`config.mk`:
```
export PLATFORM = sky130hd
export DESIGN_NAME = pwm_evt_irq_unit
export DESIGN_NICKNAME = d
export VERILOG_FILES = /design/src/rtl/pwm_evt_pkg.sv /design/src/rtl/pwm_evt_flags.sv /design/src/rtl/pwm_evt_trig_pair.sv /design/src/rtl/pwm_evt_irq_unit.sv
export SDC_FILE = /design/constraint.sdc
export NUM_CORES = 1
export LEC_CHECK = 0
export ABC_AREA = 1
export CORE_MARGIN = 5
export CORE_UTILIZATION = 35
export CTS_BUF_LIST = sky130_fd_sc_hd__clkbuf_16
export CTS_CLUSTER_SIZE = 28
export DETAILED_ROUTE_END_ITERATION = 10
export GPL_ROUTABILITY_DRIVEN = 0
export PLACE_DENSITY_LB_ADDON = 0.05
export SETUP_SLACK_MARGIN = 0.5
export SYNTH_ARGS = -nofsm -noshare
export SYNTH_HDL_FRONTEND = slang
export SYNTH_SLANG_ARGS = --single-unit
export TNS_END_PERCENT = 100
```
`constraint.sdc`:
```
create_clock -name clk -period 1.4 [get_ports clk]
set_input_delay 0.28 -clock clk [delete_from_list [all_inputs] [get_ports clk]]
set_output_delay 0.28 -clock clk [all_outputs]
set_load 0.02 [all_outputs]
```
`src/rtl/pwm_evt_pkg.sv`:
```
package pwm_evt_pkg;
  localparam int unsigned CODE_W = 4;

  typedef enum logic [CODE_W-1:0] {
    TRG_EVN_ZERO   = 4'd0,
    TRG_EVN_PRD    = 4'd1,
    TRG_EVN_ZORP   = 4'd2,
    TRG_EVN_CMPU   = 4'd3,
    TRG_EVN_CMPD   = 4'd4,
    TRG_ODD_CMPU   = 4'd8,
    TRG_ODD_CMPD   = 4'd9
  } trig_code_e;
endpackage

```
`src/rtl/pwm_evt_flags.sv`:
```
module pwm_evt_flags #(
  parameter int unsigned W = 6
) (
  input  logic         clk,
  input  logic         rst_n,
  input  logic [W-1:0] set_i,
  input  logic [W-1:0] clr_i,
  output logic [W-1:0] flags_o
);
  logic [W-1:0] flags_q;
  logic [W-1:0] flags_d;
  logic         upd_en;

  // set dominates a simultaneous clear
  always_comb begin
    flags_d = (flags_q & ~clr_i) | set_i;
    upd_en  = |(set_i | clr_i);
  end

  always_ff @(posedge clk or negedge rst_n) begin
    if (!rst_n) begin
      flags_q <= '0;
    end else if (upd_en) begin
      flags_q <= flags_d;
    end
  end

  assign flags_o = flags_q;
endmodule

```
`src/rtl/pwm_evt_trig_pair.sv`:
```
module pwm_evt_trig_pair
  import pwm_evt_pkg::*;
(
  input  logic              clk,
  input  logic              rst_n,
  input  logic              en_i,
  input  logic [CODE_W-1:0] sel_i,
  input  logic              evn_zero_i,
  input  logic              evn_prd_i,
  input  logic              evn_cmpu_i,
  input  logic              evn_cmpd_i,
  input  logic              odd_cmpu_i,
  input  logic              odd_cmpd_i,
  output logic              fire_o,
  output logic              pulse_o
);
  logic hit;
  logic pulse_q;

  always_comb begin
    case (sel_i)
      TRG_EVN_ZERO: hit = evn_zero_i;
      TRG_EVN_PRD:  hit = evn_prd_i;
      TRG_EVN_ZORP: hit = evn_zero_i | evn_prd_i;
      TRG_EVN_CMPU: hit = evn_cmpu_i;
      TRG_EVN_CMPD: hit = evn_cmpd_i;
      TRG_ODD_CMPU: hit = odd_cmpu_i;
      TRG_ODD_CMPD: hit = odd_cmpd_i;
      default:      hit = 1'b0;
    endcase
    fire_o = en_i & hit;
  end

  always_ff @(posedge clk or negedge rst_n) begin
    if (!rst_n) begin
      pulse_q <= 1'b0;
    end else begin
      pulse_q <= fire_o;
    end
  end

  assign pulse_o = pulse_q;
endmodule

```
`src/rtl/pwm_evt_irq_unit.sv`:
```
module pwm_evt_irq_unit
  import pwm_evt_pkg::*;
#(
  parameter int unsigned NCH = 6
) (
  input  logic                      clk,
  input  logic                      rst_n,
  input  logic [NCH-1:0]            ev_zero,
  input  logic [NCH-1:0]            ev_prd,
  input  logic [NCH-1:0]            ev_cmpu,
  input  logic [NCH-1:0]            ev_cmpd,
  input  logic [NCH-1:0]            ev_wrap,
  input  logic [NCH-1:0]            ien_zero,
  input  logic [NCH-1:0]            ien_prd,
  input  logic [NCH-1:0]            ien_cmpu,
  input  logic [NCH-1:0]            ien_cmpd,
  input  logic [NCH-1:0]            clr_zero,
  input  logic [NCH-1:0]            clr_prd,
  input  logic [NCH-1:0]            clr_cmpu,
  input  logic [NCH-1:0]            clr_cmpd,
  input  logic [NCH-1:0]            clr_wrap,
  input  logic [NCH/2-1:0]          trig_en,
  input  logic [NCH/2*CODE_W-1:0]   trig_sel,
  input  logic [NCH/2-1:0]          clr_trig,
  output logic [NCH-1:0]            flg_zero,
  output logic [NCH-1:0]            flg_prd,
  output logic [NCH-1:0]            flg_cmpu,
  output logic [NCH-1:0]            flg_cmpd,
  output logic [NCH-1:0]            flg_wrap,
  output logic [NCH/2-1:0]          flg_trig,
  output logic [NCH/2-1:0]          adc_trig,
  output logic                      irq
);
  localparam int unsigned NPAIR = NCH / 2;

  logic [NPAIR-1:0] trig_fire;

  pwm_evt_flags #(.W(NCH)) u_zero (
    .clk(clk), .rst_n(rst_n), .set_i(ev_zero), .clr_i(clr_zero), .flags_o(flg_zero));
  pwm_evt_flags #(.W(NCH)) u_prd (
    .clk(clk), .rst_n(rst_n), .set_i(ev_prd), .clr_i(clr_prd), .flags_o(flg_prd));
  pwm_evt_flags #(.W(NCH)) u_cmpu (
    .clk(clk), .rst_n(rst_n), .set_i(ev_cmpu), .clr_i(clr_cmpu), .flags_o(flg_cmpu));
  pwm_evt_flags #(.W(NCH)) u_cmpd (
    .clk(clk), .rst_n(rst_n), .set_i(ev_cmpd), .clr_i(clr_cmpd), .flags_o(flg_cmpd));
  pwm_evt_flags #(.W(NCH)) u_wrap (
    .clk(clk), .rst_n(rst_n), .set_i(ev_wrap), .clr_i(clr_wrap), .flags_o(flg_wrap));

  for (genvar p = 0; p < NPAIR; p++) begin : g_pair
    pwm_evt_trig_pair u_sel (
      .clk        (clk),
      .rst_n      (rst_n),
      .en_i       (trig_en[p]),
      .sel_i      (trig_sel[p*CODE_W +: CODE_W]),
      .evn_zero_i (ev_zero[2*p]),
      .evn_prd_i  (ev_prd[2*p]),
      .evn_cmpu_i (ev_cmpu[2*p]),
      .evn_cmpd_i (ev_cmpd[2*p]),
      .odd_cmpu_i (ev_cmpu[2*p+1]),
      .odd_cmpd_i (ev_cmpd[2*p+1]),
      .fire_o     (trig_fire[p]),
      .pulse_o    (adc_trig[p])
    );
  end

  pwm_evt_flags #(.W(NPAIR)) u_trig (
    .clk(clk), .rst_n(rst_n), .set_i(trig_fire), .clr_i(clr_trig), .flags_o(flg_trig));

  always_comb begin
    irq = |((flg_zero & ien_zero) | (flg_prd & ien_prd) |
            (flg_cmpu & ien_cmpu) | (flg_cmpd & ien_cmpd));
  end
endmodule

```
Yosys cells after proc, flatten, opt, wreduce, memory -nomap -nowiden
Cells that the tools add are included.
{"block": "totals", "register_bits": 36, "in_bits": 104, "out_inout_bits": 37, "wordCells": 77}
{"block": "op_classes", "n_eq_ne": 18, "mux": 3, "bitwise_logic": 37, "n_reduce_logical": 10}
{"cell": "6-bit OR", "count": 13}
{"cell": "6-bit AND", "count": 9}
{"cell": "6-bit OR reduction", "count": 6}
{"cell": "6-bit inverter", "count": 5}
{"cell": "4-bit by 2-bit == test with 1-bit output (second input constant)", "count": 6}
{"cell": "4-bit == test (second input constant)", "count": 6}
{"cell": "1-bit one-hot mux with 7 select lines", "count": 3}
{"cell": "4-bit by 1-bit == test with 1-bit output (second input constant)", "count": 3}
{"cell": "4-bit by 3-bit == test with 1-bit output (second input constant)", "count": 3}
{"cell": "4-bit zero test", "count": 3}
{"cell": "3-bit OR", "count": 2}
{"cell": "1-bit AND", "count": 3}
{"cell": "3-bit AND", "count": 1}
{"cell": "3-bit inverter", "count": 1}
{"cell": "1-bit OR", "count": 3}
{"cell": "3-bit OR reduction", "count": 1}

Depth between registers and ports, before layout
Gate-level depths: netlist (run 1).
{"block": "logic_depth", "ltp_word": 5, "ltp_mapped": 8, "depth_no_buf": 8}

Hierarchy
From an unflattened synthesis (run 1), not the netlist that was laid out.
{"block": "unflattened", "hier_cells": 295, "area_unflattened_um2": 1904.3}
{"module": "pwm_evt_flags (u_cmpd ...)", "instances": 5, "cells_each": 30, "area_each_um2": 240.2, "seq_area_each_um2": 150.1}
{"module": "pwm_evt_trig_pair", "instances": 3, "cells_each": 29, "area_each_um2": 138.9, "seq_area_each_um2": 25.0}
{"module": "pwm_evt_irq_unit", "instances": 1, "cells_each": 43, "area_each_um2": 166.4, "seq_area_each_um2": 0.0}
{"module": "pwm_evt_flags (u_trig)", "instances": 1, "cells_each": 15, "area_each_um2": 120.1, "seq_area_each_um2": 75.1}

Least setup slack after synthesis (run 1)
No wires, ideal clock.
{"block": "synth_path", "path_kind": "register -> output", "start": "reg u_zero.flags_q[5], in the netlist u_zero.flags_o[5]", "end": "out irq", "arrival_time_ns": 0.947, "setup_slack_ns": 0.173, "path_stages_with_launch": 5, "path_cell_list": "dfrtp_1 -> nand2_1 -> nand3_1 -> a21oi_1 -> nand4_1"}
{"block": "synth_via", "elab_chain_len": 5}
{"item": "from (decl)", "line_no": "pwm_evt_flags.sv:10", "source": "logic [W-1:0] flags_q;"}
{"item": "from (signal assigned)", "line_no": "pwm_evt_flags.sv:24", "source": "flags_q <= flags_d;"}
{"item": "6-bit AND", "line_no": "pwm_evt_irq_unit.sv:70", "source": "irq = |((flg_zero & ien_zero) | (flg_prd & ien_prd) |"}
{"item": "6-bit OR (2 in a row)", "line_no": "pwm_evt_irq_unit.sv:70"}
{"item": "6-bit OR", "line_no": "pwm_evt_irq_unit.sv:71", "source": "(flg_cmpu & ien_cmpu) | (flg_cmpd & ien_cmpd));"}
{"item": "6-bit OR reduction", "line_no": "pwm_evt_irq_unit.sv:70"}
{"item": "to (decl)", "line_no": "pwm_evt_irq_unit.sv:32", "source": "output logic irq"}
Every way passes these cells.

Final worst setup path (run 1)
{"block": "layout_path", "start": "reg u_zero.flags_q[1], in the netlist u_zero.flags_o[1]", "end": "out irq"}
The elaborated chain is that of the path after synthesis.

==> metrics.txt, run 1 <==
status finished, violations left; failing checks hold timing, setup timing; dpl ws -0.593 ns; WP data required 1.12 ns; drt wl/cell 13.2 um; period utilization 1.13; P&R area growth vs syn 119%; die height 80.6 um; Min-Delay Path Class primary input to async pin; Post-DP HPWL 5.00 mm; post-synth cell types 15; FP Rows 25; synthesized cell area 1740 um2; fin util 0.797; #FFs+latches synth 36; core area 4790 um2; routed vias 2057; initial core utilization 0.364; Chip Width 80.6 um; Ys Warns 0; CTS Buffer Depth 2; Reg clk slew, reported paths 0.06 ns; commonest cells after routing, fill and taps aside clkdlybuf4s50_1 (70), buf_6 (59), inv_1 (48), nand2_1 (46), dlygate4sd2_1 (22); cell chain of the critical path nand2_1, nand4_1, nor2_2, nand4_1, buf_6; syn nets 325; Worst-Skew Late Latency 0.28 ns; GRT Residual Overflow 0; commonest non-fill, non-tap cell in the layout clkdlybuf4s50_1; vias in the first global route 2128; cell count after synthesis 221; final hold viol count 15; Avg Inst Size Synth 7.89 um2; clk sinks 36; via/cell ratio 4.37; Final Instance Area 3810 um2; Setup-failing EPs final 1; Die Footprint 6490 um2; WL final 6.24 mm; Final Worst Setup Slack -0.175 ns; Post-DP Area 3400 um2; crit path DAT 1.30 ns; number of max-cap violations 0; hold slack -0.0708 ns; gr usage total 0.192; Fillers 360; Detailed Route Iter0 Violations 55; io pins 141; Pre-antenna DRT Iters 4; Antenna Cells 0; largest net degree at the start of global routing 18; final setup TNS -0.175 ns; CP max stage cell dfrtp_2; Slew Limit Fails 0; clock tree from TritonCTS built; cts bufs inserted 5; CP max stage delay 0.41 ns; Worst Clk Skew 0 ns; initial antenna violation count 0; CTS root buf clkbuf_16; power per standard cell area 828 nW/um2; worst-margin pin slew 0.407 ns; DRC violations left 0; Max Clk Rate 635 MHz; Worst slew margin 0.728; ratio of cells with drive above 1 in the final layout 0.327; IO buf count 140; maximum vdd drop 0.478 mV; Routed Antenna Nets 0; Tmin final 1.58 ns; Setup crit end kind primary output; Seq/Total Area, Yosys 0.517; footprint of the multi-input gates 674 um2; Pleak 0.00200 uW; Sequential Area 920 um2; startpoint types flip-flop; htree depth 2; CP most frequent cell nand4_1; RSZ-0062 raised after global routing true; global-route wire length before repair 9.53 mm; Total Nets Final 507; Setup CP Type flip-flop to primary output; CP max FO 2
[final cells by class]
| cell class | count | area share |
|---|---|---|
| well taps | 67 | 0.0220 |
| multi-input cells | 125 | 0.177 |
| inverters | 57 | 0.0568 |
| clock inverters | 3 | 0.00492 |
| clock buffers | 5 | 0.0328 |
| flip-flops and latches | 36 | 0.241 |
| repair buffers | 178 | 0.466 |
[path summary, 6_finish.rpt]
kind,from,to,slack [ns],cells past startpoint
worst max-delay path,u_zero.flags_o[1],irq,-0.18,5
worst min-delay path,rst_n,u_prd.flags_o[2],-0.07,1
worst max register to register,u_zero.flags_o[1],u_zero.flags_o[1],0.55,4
worst min register to register,u_trig.flags_o[0],u_trig.flags_o[0],0.51,2
max in group asynchronous,rst_n,u_cmpd.flags_o[1],1.03,2
min in group clk,ev_cmpd[1],u_cmpd.flags_o[1],0.25,2
[worst max-delay path, delay by kind of cell, from the launching register on]
kind / cells / cell delay, ns
flops: 1 / 0.41
buf+inv: 1 / 0.15
simple gates: 4 / 0.46
[synth_stat cells, drive strengths merged]
library cell / n / area share
buf: 3 / 0.013
o22ai: 1 / 0.0036
o21ai: 16 / 0.046
inv: 55 / 0.12
a21oi: 4 / 0.011
clkinv: 2 / 0.0043
nor2: 16 / 0.037
nand3: 16 / 0.046
nand4: 5 / 0.018
dfrtp: 36 / 0.52
o21bai: 19 / 0.082
nand2: 48 / 0.10
[power by group]
part           switching [uW]  total (uW)  internal, uW  leakage [uW]
Sequential               52.6        1170          1120      0.000391
Clock                     429        1080           655     0.0000736
Combinational             355         901           546       0.00154
[sequential cells by signal (all words and copies together), names as in the netlist]
signal	cells
u_cmpd.flags_o	6
u_cmpu.flags_o	6
u_prd.flags_o	6
u_wrap.flags_o	6
u_zero.flags_o	6
g_pair.u_sel.pulse_o	3
u_trig.flags_o	3
[cells by family (layout without fill, tap and decap cells)]
kind of cell | count (synthesis) | count (layout) | synth area share
compound gates | 40 | 40 | 0.143
buf+inv | 60 | 243 | 0.136
flops | 36 | 36 | 0.517
simple gates | 85 | 85 | 0.205
[metrics by stage]
step                      total power (uW)  hold slack, ns  instances
after global placement                1980           0.235        448
after global routing                  3310         -0.0517        471
after detailed placement              2000           0.233        448
after CTS                             3150         -0.0599        466
after floorplan                       1430         -0.0156        221
final                                 3160         -0.0708        471
[metal layers]
metal,share of wire,global-route usage
met5,0,0
met3,0.11,0.0852
met1,0.37,0.202
met2,0.51,0.348
met4,0.0099,0.0456
[repair_timing]
action | CTS | global route
setup buffers | 10 | 5
pin swaps | 22 | 13
hold endpoints to repair | 15 | 15
endpoints found under the setup margin | 43 | 42
resized for setup | 278 | 37
Note: power is estimated with default switching activity, not from simulation.
==> inputs of run 2 (changes only) <==
--- a/config.mk
+++ b/config.mk
@@ -13,7 +13,8 @@
 export DETAILED_ROUTE_END_ITERATION = 10
 export GPL_ROUTABILITY_DRIVEN = 0
 export PLACE_DENSITY_LB_ADDON = 0.05
-export SETUP_SLACK_MARGIN = 0.5
+export REMOVE_ABC_BUFFERS = 1
+export SETUP_SLACK_MARGIN = 0.3
 export SYNTH_ARGS = -nofsm -noshare
 export SYNTH_HDL_FRONTEND = slang
 export SYNTH_SLANG_ARGS = --single-unit
==> run 2 against run 1 <==
The flow finishes with violations (setup timing). Critical path depth is 1 higher. Final area is 1.5% lower. Sequential share of layout area shrank 0.13 points. Clock power about the same. Maximum frequency rose by 1.4%. Wire length fell by 3.9%. Worst hold slack improved by 0.32 ns. Register-to-register slack barely moved.
==> metrics.txt, run 2 (synthesis results as in run 1) <==
Min-Delay Path Class primary input to flip-flop; worst r2r src u_cmpd.flags_o[1]; Tmin final 1.55 ns (-0.0213 ns); routed vias 2028 (-1.4%); worst setup path startpoint ien_cmpu[1]; CTS root buf clkbuf_16; initial antenna violation count 0 (unchanged); io pins 141 (unchanged); failing checks setup timing; clock tree from TritonCTS built; number of max-cap violations 0 (unchanged); final hold viol count 0 (-15); Antenna Cells 0 (unchanged); Pleak 0.00201 uW (+0.62%); Worst-Skew Late Latency 0.28 ns (about the same); initial core utilization 0.364 (unchanged); Worst slew margin 0.767 (+0.0386); Total Nets Final 503 (-0.79%); Detailed Route Iter0 Violations 41 (-25%); startpoint types primary input; largest net degree at the start of global routing 24 (+6); dpl ws -0.581 ns (+0.0113 ns); ratio of cells with drive above 1 in the final layout 0.228 (-0.0992); RSZ-0062 raised after global routing true; Post-DP HPWL 4.93 mm (-1.3%); Overall Power 3120 uW (-1.2%); final setup TNS -0.154 ns (+0.0213 ns); WL final 6.00 mm (-3.9%); commonest cells after routing, fill and taps aside clkdlybuf4s50_1 (87), buf_6 (56), inv_1 (49), nand2_1 (47), dfrtp_1 (36); worst hold start ev_cmpd[0]; via/cell ratio 4.34 (-0.57%); r2r worst-path depth 4 (unchanged); DRC violations left 0 (unchanged); P&R area growth vs syn 116%; Worst Clk Skew 0 ns (unchanged); Final Worst Setup Slack -0.154 ns (+0.0213 ns); IO buf count 140 (unchanged); maximum vdd drop 0.722 mV (+51%); Slew Limit Fails 0 (unchanged); power per standard cell area 831 nW/um2 (+0.35%); Routed Antenna Nets 0 (unchanged); Chip Width 80.6 um (unchanged); crit path DAT 1.27 ns (-0.03 ns); gr usage total 0.189 (-0.00345); reg2reg setup slack 0.56 ns (about the same); htree depth 2 (unchanged); global-route wire length before repair 9.26 mm (-2.8%); Reg clk slew, reported paths 0.05 ns (about the same); cts bufs inserted 5 (unchanged); drt wl/cell 12.8 um (-3.1%); CTS Buffer Depth 2 (unchanged); GRT Residual Overflow 0 (unchanged); die height 80.6 um (unchanged); WHS Path Cells 3; WP data required 1.12 ns (about the same); Pre-antenna DRT Iters 4 (unchanged); Setup CP Type primary input to primary output; core area 4790 um2 (unchanged); Setup crit end kind primary output; hold slack 0.254 ns (+0.325 ns); commonest non-fill, non-tap cell in the layout clkdlybuf4s50_1; vias in the first global route 2014 (-5.4%); Die Footprint 6490 um2 (unchanged); worst-margin pin slew 0.349 ns (-0.0579 ns); clk sinks 36 (unchanged); status finished, violations left; Max Clk Rate 644 MHz (+1.4%); FP Rows 25 (unchanged); period utilization 1.11 (-0.0152); CP max FO 1 (-1); Setup-failing EPs final 1 (unchanged)
## run 2: layer usage
layer,vias to the layer above,global-route usage,part of all wire
met1,896,0.196,0.37
met4,0,0.0557,0.010
li1,1033,-,-
met5,-,0,0
met2,93,0.346,0.50
met3,6,0.0751,0.12
## run 2: area by class of cell
type                    instances  area [um2]
clock buffers                   5         125
clock inverters                 3        13.8
flip-flops and latches         36         901
inverters                      57         214
repair buffers                174        1790
well taps                      67        83.8
fillers                       355        1030
multi-input cells             125         624
## run 2: timing repair
item	CTS	global route
endpoints found under the setup margin	39	40
endpoints found under the hold margin	13	0
buffers inserted	1	8
resized for setup	228	34
hold buffers	1	0
pin swaps	5	11
## run 2: per-stage QoR
| stage | area (um2) | utilization | std cells |
|---|---|---|---|
| global placement | 3390 | 0.709 | 449 |
| global route | 3760 | 0.785 | 467 |
| floorplan | 1720 | - | 218 |
| detailed placement | 3390 | 0.709 | 449 |
| CTS | 3600 | 0.752 | 459 |
| finish | 3760 | 0.785 | 467 |
## run 2: power breakdown
group          total (uW)  switching [uW]  internal (uW)
sequential           1160            50.1           1110
combinational         896             339            557
clock                1060             415            646
total                3120             804           2320
## run 2: final timing paths
check,endpoint
worst min register to register,u_trig.flags_o[2]
worst max-delay path,irq
worst min-delay path,u_cmpd.flags_o[0]
max in group asynchronous,u_wrap.flags_o[1]
min in group asynchronous,u_prd.flags_o[1]
worst max register to register,u_cmpd.flags_o[1]
## run 2: critical path, stage by stage
cell	delay, ns
clkdlybuf4s50_1	0.40
nand2_1	0.06
nand4_1	0.10
nor2_1	0.17
nand4_1	0.12
buf_6	0.15
